`src/rtl/dual_char_serializer.sv`:
```
module dual_char_serializer #(
  parameter int ADDR_W = 11,
  parameter int LINE_W = 3,
  parameter int CODE_W = 8,
  parameter int PIX_W  = 8
) (
  input  logic                     clk,
  input  logic                     rst_n,
  input  logic                     char_tick,
  input  logic [ADDR_W-1:0]        char_addr,
  input  logic [LINE_W-1:0]        scan_line,
  input  logic                     disp_en,
  output logic [ADDR_W:0]          mem_addr,
  input  logic [CODE_W-1:0]        mem_rdata,
  output logic [CODE_W+LINE_W-1:0] rom_addr,
  input  logic [PIX_W-1:0]         rom_rdata,
  output logic                     pix
);
  localparam int SLOT   = 2 * PIX_W;
  localparam int PHW    = $clog2(SLOT);
  localparam int LOAD_A = 6;
  localparam int LOAD_B = LOAD_A + PIX_W;

  logic [PHW-1:0]    ph;
  logic [ADDR_W-1:0] addr_q;
  logic [LINE_W-1:0] line_q;
  logic              de_q, de_sh;
  logic [CODE_W-1:0] code;
  logic [PIX_W-1:0]  row_a, row_b, sh;

  always_ff @(posedge clk) begin
    if (!rst_n) begin
      ph     <= '0;
      addr_q <= '0;
      line_q <= '0;
      de_q   <= 1'b0;
    end else begin
      if (char_tick) begin
        ph     <= PHW'(1);
        addr_q <= char_addr;
        line_q <= scan_line;
        de_q   <= disp_en;
      end else begin
        ph <= (ph == PHW'(SLOT - 1)) ? '0 : ph + PHW'(1);
      end
    end
  end

  assign mem_addr = {addr_q, ph == PHW'(2)};
  assign rom_addr = {code, line_q};

  always_ff @(posedge clk) begin
    if (!rst_n) begin
      code  <= '0;
      row_a <= '0;
      row_b <= '0;
    end else begin
      if (ph == PHW'(2) || ph == PHW'(3)) code <= mem_rdata;
      if (ph == PHW'(4)) row_a <= rom_rdata;
      if (ph == PHW'(5)) row_b <= rom_rdata;
    end
  end

  always_ff @(posedge clk) begin
    if (!rst_n) begin
      sh    <= '0;
      de_sh <= 1'b0;
    end else if (ph == PHW'(LOAD_A)) begin
      sh    <= row_a;
      de_sh <= de_q;
    end else if (ph == PHW'(LOAD_B)) begin
      sh    <= row_b;
      de_sh <= de_q;
    end else begin
      sh <= sh << 1;
    end
  end

  assign pix = sh[PIX_W-1] & de_sh;


  addr_hold_chk: assert property (@(posedge clk) disable iff (!rst_n)
    ($past(char_tick) && $past(rst_n)) |-> (mem_addr[ADDR_W:1] == $past(char_addr) && !mem_addr[0]))
    else $error("addr_hold_chk");


  half_once_chk: assert property (@(posedge clk) disable iff (!rst_n)
    mem_addr[0] |=> !mem_addr[0])
    else $error("half_once_chk");


  rom_code_chk: assert property (@(posedge clk) disable iff (!rst_n)
    (ph == PHW'(3)) |-> (rom_addr[CODE_W+LINE_W-1:LINE_W] == $past(mem_rdata)))
    else $error("rom_code_chk");


  seam_chk: assert property (@(posedge clk) disable iff (!rst_n)
    (ph == PHW'(LOAD_B)) |=> (sh == $past(row_b)))
    else $error("seam_chk");


  reset_out_chk: assert property (@(posedge clk) disable iff (!rst_n)
    $past(!rst_n) |-> (!pix && mem_addr == '0 && rom_addr == '0))
    else $error("reset_out_chk");


  realign_chk: assert property (@(posedge clk) disable iff (!rst_n)
    char_tick |=> (ph == PHW'(1)))
    else $error("realign_chk");
endmodule

```
`config.mk`:
```
export PLATFORM = sky130hd
export DESIGN_NAME = dual_char_serializer
export DESIGN_NICKNAME = d
export VERILOG_FILES = /design/src/rtl/dual_char_serializer.sv
export SDC_FILE = /design/constraint.sdc
export NUM_CORES = 1
export LEC_CHECK = 0
export ABC_AREA = 1
export BUFFER_PORTS_ARGS = -buffer_cell sky130_fd_sc_hd__buf_2
export CORE_MARGIN = 3
export CORE_UTILIZATION = 50
export DETAILED_ROUTE_END_ITERATION = 16
export PLACE_DENSITY_LB_ADDON = 0.3
export SYNTH_ARGS = -nofsm -noshare
export SYNTH_HDL_FRONTEND = slang
export SYNTH_SLANG_ARGS = --single-unit
```
`constraint.sdc`:
```
create_clock -name clk -period 3.2 [get_ports clk]
set_clock_uncertainty 0.2 [all_clocks]
set_input_delay 0.32 -clock clk [delete_from_list [all_inputs] [get_ports clk]]
set_output_delay 0.32 -clock clk [all_outputs]
set_load 0.01 [all_outputs]
```
Yosys cells after proc, flatten, opt, wreduce, memory -nomap -nowiden. Index checks and enable logic that the tools add are counted.

Equal/unequal tests: 7. $add $sub $neg: 1. Muxes and demuxes: 6. Bitwise gates (word level): 2. Reductions and logical operators: 3.

Operator list (number): $mux 8 (2); $eq 4x3->1 const B (3); $eq 4x2->1 const B (2); $eq 4x4->1 const B (2); $add 4x1->4 const B (1); $mux 1 (4); $reduce_or 3->1 (1); $reduce_bool 2->1 (1); $and 1x1->1 (1); $logic_or 1x1->1 (1); $not 1->1 (1).

Bits of input ports: 34. Bits in registers: 52.

Longest topological paths before layout. Gate-level depths: netlist of the first run.

Word-level depth: 3. Mapped depth: 8. Mapped depth without buffers: 8.

Worst setup path after synthesis of the first run. No wires, ideal clock.

Path type: register -> register. Start point: reg ph[0]. End point: reg code[0]. Setup slack: 1.757 ns. Stages on the path, launching flop included: 9. Setup time: 0.116 ns. Data arrival time: 1.128 ns. Clock period less this slack: 1.443 ns. Cells stage by stage: dfxtp_1 -> inv_1 -> ha_1 -> inv_2 -> nand2_1 -> nand2_2 -> inv_2 -> nor2_1 -> nor2_1.

Cells in the longest elaborated chain, start to end: 2. Elaborated cells on any way between the ends: 3. Classes of those cells: eq/ne: 2; reduce/logical: 1.

Ends and longest elaborated chain: start: declaration (line 24) `logic [PHW-1:0] ph;`; start signal: assignment (line 44) `ph <= (ph == PHW'(SLOT - 1)) ? '0 : ph + PHW'(1);`; $eq 4x2->1 (line 58) `if (ph == PHW'(2) || ph == PHW'(3)) code <= mem_rdata;`; $logic_or 1x1->1 * (line 58); end signal: assignment (line 58); end: declaration (line 28) `logic [CODE_W-1:0] code;`.

Mark *: on every way between the ends. The rest lies on a longest branch, timed or not. A chain may end at the register's enable or synchronous reset.

Final worst setup path of the first run.
Start point: reg ph[0]. End point: out mem_addr[0].

Cells in the longest elaborated chain, start to end: 1.

Ends and longest elaborated chain: $eq 4x2->1 (line 49) `assign mem_addr = {addr_q, ph == PHW'(2)};`; end: declaration (line 13) `output logic [ADDR_W:0] mem_addr,`.

No other way between the ends.

==> impl_results.md, run 1 <==
* Ranking of synthesized cells by area: dfxtp_1 51%, nor2_1 12%, o21ai_0 7.1%, nand4_1 5.8%, a21oi_1 5.2%
* Hold Crit Class: in -> reg
* Die Height at 69.77 um
* Multiplexer share of the synthesized area at 0%
* CTS tree: done
* Starting Density at 53.52%
* Least-Margin Pin Slew at 599.5 ps
* Final Max Slew Viols at 0
* Avg Cell Area, Syn at 7.850 sq um
* Placement Setup Slack at 1488 ps
* Synth Area in XOR/XNOR at 0%
* RR Startpoint: ph[2]
* Fin. Hold Viols at 0
* Crit path from: ph[0]
* Final period utilization at 60.21%
* Min Clock Period, post-route at 1927 ps
* Pwr per Cell Area at 489.6 nW/um^2
* Pin count of the biggest net entering global routing at 32
* CP cell instances: inv_1 > ha_1 > inv_2 > nor2_1 > buf_2
* Synthesis-to-finish area growth at 17.17%
* Worst skew pair latency at 300 ps
* Critical Path AT at 1410 ps
* CTS Sinks at 52
* Initial antenna violation count at 0
* Cell taking the most area after synthesis: dfxtp_1
* Postcts setup bufs at 0
* CTS H-tree depth at 2
* ANT nets after route at 0
* Crit path max fanout at 6
* Worst r2r path cells at 6
* CP Class: reg -> out
* Post-CTS Hold Fix Bufs at 0
* Row cnt at 22
* Wire length on met3 at 247 um
* R2R setup slack at 1430 ps
* Vias at 1,862
* Synthesis warning total at 0
* Synthesized instance count at 259
* Die X at 69.77 um
* Clk slew on worst S/H paths at 90 ps
* Top Layer Used: met4
* Worst setup margin at 1273 ps
* Nets at 348
* Final cell count without fillers at 359
* Required @ worst endpoint at 2680 ps
* Number of top-level pins at 58
* Reg2Reg Capture Point: sh[5]
* Netlist area before placement at 2033 sq um
* Total of cells resized after clock tree synthesis at 0
* Largest family of logic cells by synthesized area: simple AND/OR/NAND/NOR gates
* End of the critical path: mem_addr[0]
* Top delay family on crit path: flip-flops
* Final wirelength at 4.434 mm
* Bufs on Longest Clock Path at 2
* RSZ-0062 raised after global routing: no
* Dpl cells at 351
* Buffer and inverter count on the worst path at 3
* Run status: complete, no violations
* Max IR drop VDD at 0.0004272 V
* Iter 0 DRT Violations at 101
* Post-DP HPWL at 3.152 mm
* Core Box Area at 3799 sq um
* Number of distinct library cells after synthesis at 19
* Slowest cell on crit path: dfxtp_1
* Yosys top cell area share at 51.20%
* GRT overflow at 0
* #FFs+latches synth at 52
* Die area at 4868 sq um
* Min-delay src: char_addr[7]
* DR pass1 iterations at 4
* Post-Synthesis Net Count at 297
* Placer congestion estimate at 0.8684
* Metal-1 WL at 2.024 mm
* Met2 WL at 2.111 mm
* Critical Path Sink Type: primary output
* WP depth at 5
* Worst slew margin at 59.99%
* Sum Neg Setup Slack at 0 ps
* Gr usage total at 18.08%
* Ant. Diodes at 0
* Adder-Cell Fraction of Synth Area at 2.462%
* Input/output buffers at 57
* Leakage at 1.086 nW
* Setup crit start kind: register
* Compound-Gate Fraction of Synth Area at 12.31%
* Vias in the first global route at 1,651
* DRC at 0
* Seq/Total Area, Yosys at 51.20%
* Global-route wire length before repair at 7.286 mm
* Max cap viols at 0
* CP peak stage delay at 360 ps
* Routed len/inst at 12.35 um
* CTS root buf: clkbuf_8
* Max frequency at 0.5190 GHz
* WHS at 38.09 ps
* TritonCTS Buffers at 5
* Share of post-route cells with drive strength above 1 at 23.47%
* Vias per inst at 5.187
* Setup violators final at 0
* Post-Synth Simple-Gate Area at 26.89%
* Total power at 1.166 mW
worst register-to-register path: cells and delay by family, from the launching register on:
kind,cells,cell delay (ps)
flops,1,650
buf+inv,2,330
simple gates,4,490
metrics by stage:
stage / area (sq um) / util (%)
CTS: 2382 / 62.71
global placement: 2290 / 60.28
floorplan: 2033 / -
detailed placement: 2290 / 60.28
global route: 2382 / 62.71
finish: 2382 / 62.71
power breakdown:
group / switching [mW] / total (mW) / internal, mW / leakage [nW]
logic: 0.0677 / 0.113 / 0.0458 / 0.611
registers: 0.0119 / 0.681 / 0.669 / 0.424
clock network: 0.199 / 0.372 / 0.173 / 0.0510
total: 0.278 / 1.17 / 0.888 / 1.09
cell usage in the layout (no fill, tap or decap):
master and count:
nor2_1 63, ha_1 4, nand2_1 28, buf_2 57, inv_1 8, clkbuf_8 6, dfxtp_1 52, o21ai_0 29
a21oi_1 21, buf_4 1, nand3_2 1, inv_2 5, clkinv_2 2, nand4_1 19, nand3_1 8, nor3_1 6
nand2_2 1
logic make-up after synthesis:
group | Yosys count
DFF | 52
adders and majority gates | 4
buffers and inverters | 27
and+or+nand+nor | 126
AOI/OAI and AO/OA | 50
sequential cells by signal, indices dropped and copies added, names as in the netlist:
| signal | flops |
|---|---|
| ph | 4 |
| sh | 8 |
| de_sh | 1 |
| row_b | 8 |
| addr_q | 11 |
| de_q | 1 |
| line_q | 3 |
| code | 8 |
| row_a | 8 |
synthesized netlist by cell type:
| cell type | count |
|---|---|
| nand3_2 | 1 |
| buf_2 | 1 |
| dfxtp_1 | 52 |
| nand2_2 | 1 |
| buf_6 | 2 |
| nor3_1 | 6 |
| nand3_1 | 8 |
| buf_8 | 1 |
| inv_2 | 5 |
| buf_4 | 4 |
| o21ai_0 | 29 |
| nand2_1 | 28 |
| clkbuf_2 | 1 |
| inv_1 | 8 |
| nor2_1 | 63 |
| ha_1 | 4 |
| a21oi_1 | 21 |
| nand4_1 | 19 |
| clkbuf_1 | 5 |
layer usage:
| layer | vias to the layer above | global-route usage [%] |
|---|---|---|
| met1 | 839 | 22.43 |
| met4 | 0 | 5.745 |
| met5 | - | 0 |
| met2 | 56 | 29.91 |
| li1 | 962 | - |
| met3 | 5 | 5.507 |
worst min-delay path by stage:
| stage | endpoint | slack [ps] | depth (start not counted) |
|---|---|---|---|
| floorplan | de_sh | 240 | 2 |
| global placement | row_a[7] | 250 | 2 |
| detailed placement | row_a[7] | 260 | 2 |
| CTS | addr_q[4] | 30 | 3 |
| global route | line_q[0] | 40 | 3 |
| finish | addr_q[7] | 40 | 3 |
cell type report:
class	instances	area [sq um]
fill	358	1416
sequential	52	1041
multi-input combinational	180	847.1
timing repair buffer	58	292.8
clock buffer	6	82.58
tap	48	60.06
inverter	13	48.80
clock inverter	2	10.01
Power figures use the tool's default switching activity.
==> run 2: changes to the inputs <==
Settings changed: ABC_AREA 1 to 0.
Clock period 3.2 ns to 1.99 ns, I/O delays scaled along.
==> impl_results.md, run 2 <==
* Synthesized instance count at 216 (was 259)
* ANT nets after route at 0 (unchanged)
* Die Height at 71.84 um (was 69.77 um)
* Netlist area before placement at 2167 sq um (was 2033 sq um)
* Starting Density at 53.03% (was 53.52%)
* Commonest cells after routing, fill and taps aside: 57 x buf_2, 52 x dfxtp_1, 33 x mux2i_1 (was 63 x nor2_1, 57 x buf_2, 52 x dfxtp_1)
* Worst slew margin at 60.10% (was 59.99%)
* Pwr per Cell Area at 652.5 nW/um^2 (was 489.6 nW/um^2)
* Top_reg_cell synth: dfxtp_1 (unchanged)
* Setup violators final at 0 (unchanged)
* Number of top-level pins at 58 (unchanged)
* DRC at 0 (unchanged)
* Met2 WL at 2.118 mm (was 2.111 mm)
* CP Class: reg -> out (unchanged)
* Number of distinct library cells after synthesis at 29 (was 19)
* CTS Sinks at 52 (unchanged)
* Core Box Area at 4086 sq um (was 3799 sq um)
* Ant. Diodes at 0 (unchanged)
* Critical Path Sink Type: primary output (unchanged)
* Max cap viols at 0 (unchanged)
* Post-DP HPWL at 2.865 mm (was 3.152 mm)
* Worst skew pair latency at 290 ps (was 300 ps)
* DR pass1 iterations at 5 (was 4)
* Vias per inst at 4.989 (was 5.187)
* Largest register FFs at 11 (unchanged)
* Vias in the first global route at 1,691 (was 1,651)
* Die area at 5160 sq um (was 4868 sq um)
* Sum Neg Setup Slack at 0 ps (unchanged)
* Iter 0 DRT Violations at 96 (was 101)
* Most common library cells after synthesis: 52 x dfxtp_1, 33 x mux2i_1, 32 x nor2b_1 (was 63 x nor2_1, 52 x dfxtp_1, 29 x o21ai_0)
* Metal-1 WL at 2.121 mm (was 2.024 mm)
* Share of post-route cells with drive strength above 1 at 24.16% (was 23.47%)
* CP cell instances: nor2_4 > and2_1 > buf_2 (was inv_1 > ha_1 > inv_2 > nor2_1 > buf_2)
* Asr flop ratio synth at 0% (unchanged)
* Biggest register: addr_q (unchanged)
* Commonest non-fill, non-tap cell in the layout: buf_2 (was nor2_1)
* Bufs on Longest Clock Path at 2 (unchanged)
* Avg Cell Area, Syn at 10.03 sq um (was 7.850 sq um)
* CTS H-tree depth at 2 (unchanged)
* Least-Margin Pin Slew at 597.6 ps (was 599.5 ps)
* Critical Path AT at 1480 ps (was 1410 ps)
* RSZ-0062 raised after global routing: no (unchanged)
* Placer congestion estimate at 0.7614 (was 0.8684)
* Final wirelength at 4.502 mm (was 4.434 mm)
* TritonCTS Buffers at 5 (unchanged)
* Hold Crit Class: in -> reg (unchanged)
* Wire length on met3 at 216 um (was 247 um)
* Min Clock Period, post-route at 1878 ps
* Crit path from: ph[3] (was ph[0])
* Leakage at 1.319 nW (was 1.086 nW)
* CP peak stage delay at 710 ps (was 360 ps)
* WHS at 15.82 ps (was 38.09 ps)
* CTS tree: done (unchanged)
* Max frequency at 0.5324 GHz
* Nets at 336 (was 348)
* Routed len/inst at 12.94 um (was 12.35 um)
* Input/output buffers at 57 (unchanged)
* CTS root buf: clkbuf_8 (unchanged)
* Crit path max fanout at 17 (was 6)
* Yosys top cell area share at 48.04% (was 51.20%)
* Fin. Hold Viols at 0 (unchanged)
* Gr usage total at 18.71% (was 18.08%)
* #FFs+latches synth at 52 (unchanged)
* Final period utilization at 94.39%
* Top Layer Used: met4 (unchanged)
* Synthesis warning total at 0 (unchanged)
* Synthesis-to-finish area growth at 31.58% (was 17.17%)
* Initial antenna violation count at 0 (unchanged)
* Ranking of synthesized cells by area: dfxtp_1 48%, mux2i_1 15%, nor2b_1 9.2%, nor2_1 2.9%, nand4b_1 2.8% (was dfxtp_1 51%, nor2_1 12%, o21ai_0 7.1%, nand4_1 5.8%, a21oi_1 5.2%)
* Row cnt at 23 (was 22)
* Global-route wire length before repair at 7.707 mm (was 7.286 mm)
* Min-delay src: char_addr[7] (unchanged)
* Max IR drop VDD at 0.0005056 V (was 0.0004272 V)
* Clk slew on worst S/H paths at 90 ps (about the same)
* Required @ worst endpoint at 1590 ps (was 2680 ps)
* Fill cells at 311 (was 358)
* GRT overflow at 0 (unchanged)
* RR Startpoint: ph[0] (was ph[2])
* Run status: complete, no violations (unchanged)
* Setup crit start kind: register (unchanged)
* Cell taking the most area after synthesis: dfxtp_1 (unchanged)
* Vias at 1,736 (was 1,862)
* Worst r2r path cells at 5 (was 6)
* Post-Synthesis Net Count at 254 (was 297)
* Number of enable flip-flop cells after synthesis at 0 (unchanged)
* Slowest cell on crit path: dfxtp_1 (unchanged)
* Hold Path Stages at 3 (unchanged)
* Final Max Slew Viols at 0 (unchanged)
* Die X at 71.84 um (was 69.77 um)
* Pin count of the biggest net entering global routing at 25 (was 32)
* Most instantiated library cell after synthesis: dfxtp_1 (was nor2_1)
* Seq/Total Area, Yosys at 48.04% (was 51.20%)
run 2: area by class of cell:
type	instances	area (sq um)	share of cell area, %
Clock inverter	1	5.005	0.1755
Multi-Input combinational cell	143	1032	36.20
Inverter	4	15.01	0.5265
Sequential cell	52	1041	36.51
Clock buffer	6	72.57	2.545
Timing Repair Buffer	92	623.1	21.85
Tap cell	50	62.56	2.194
run 2: cell families after synthesis:
group,share of synthesized area (%)
adders and majority gates,2.310
AOI/OAI and AO/OA,8.776
and+or+nand+nor,20.44
buffers and inverters,4.792
DFF,48.04
xor gates and xnor gates,0.4042
muxes,15.24
run 2: final timing paths:
kind	to	slack, ps
max	mem_addr[0]	110
min	addr_q[7]	20
max reg2reg	de_sh	250
min reg2reg	code[4]	280
run 2: layer usage:
metal	vias to the layer above	global-route usage (%)
met5	-	0
met4	0	5.637
met3	5	4.348
met2	42	31.94
met1	790	23.44
li1	899	-
run 2: critical path, delay by kind of cell (launching register included):
family | cells | cell delay [ps]
flip-flops | 1 | 710
AND/OR/NAND/NOR | 2 | 340
buffers and inverters | 1 | 130
run 2: timing repair:
| action | CTS | global route |
|---|---|---|
| hold buffers | 30 | 0 |
| gates resized for setup | 0 | 3 |
| buffers inserted | 0 | 0 |
| setup endpoints to repair | 0 | 9 |
| hold endpoints to repair | 38 | 0 |
run 2: power breakdown:
group	switching [mW]	total, mW	internal, mW
Clock	0.315	0.555	0.240
Combinational	0.0926	0.218	0.126
Sequential	0.0179	1.09	1.07
Total	0.426	1.86	1.43
run 2: through the flow:
step,util (%),setup slack [ps],instance area [sq um],power (mW),instances
4_1_cts,69.53,98.17,2841,1.875,348
3_3_place_gp,60.29,251.7,2464,1.279,311
2_1_floorplan,-,427.9,2167,1.209,216
3_5_place_dp,60.29,151.8,2464,1.282,311
5_1_grt,69.78,33.51,2851,1.939,348
6_report,69.78,111.5,2851,1.861,348
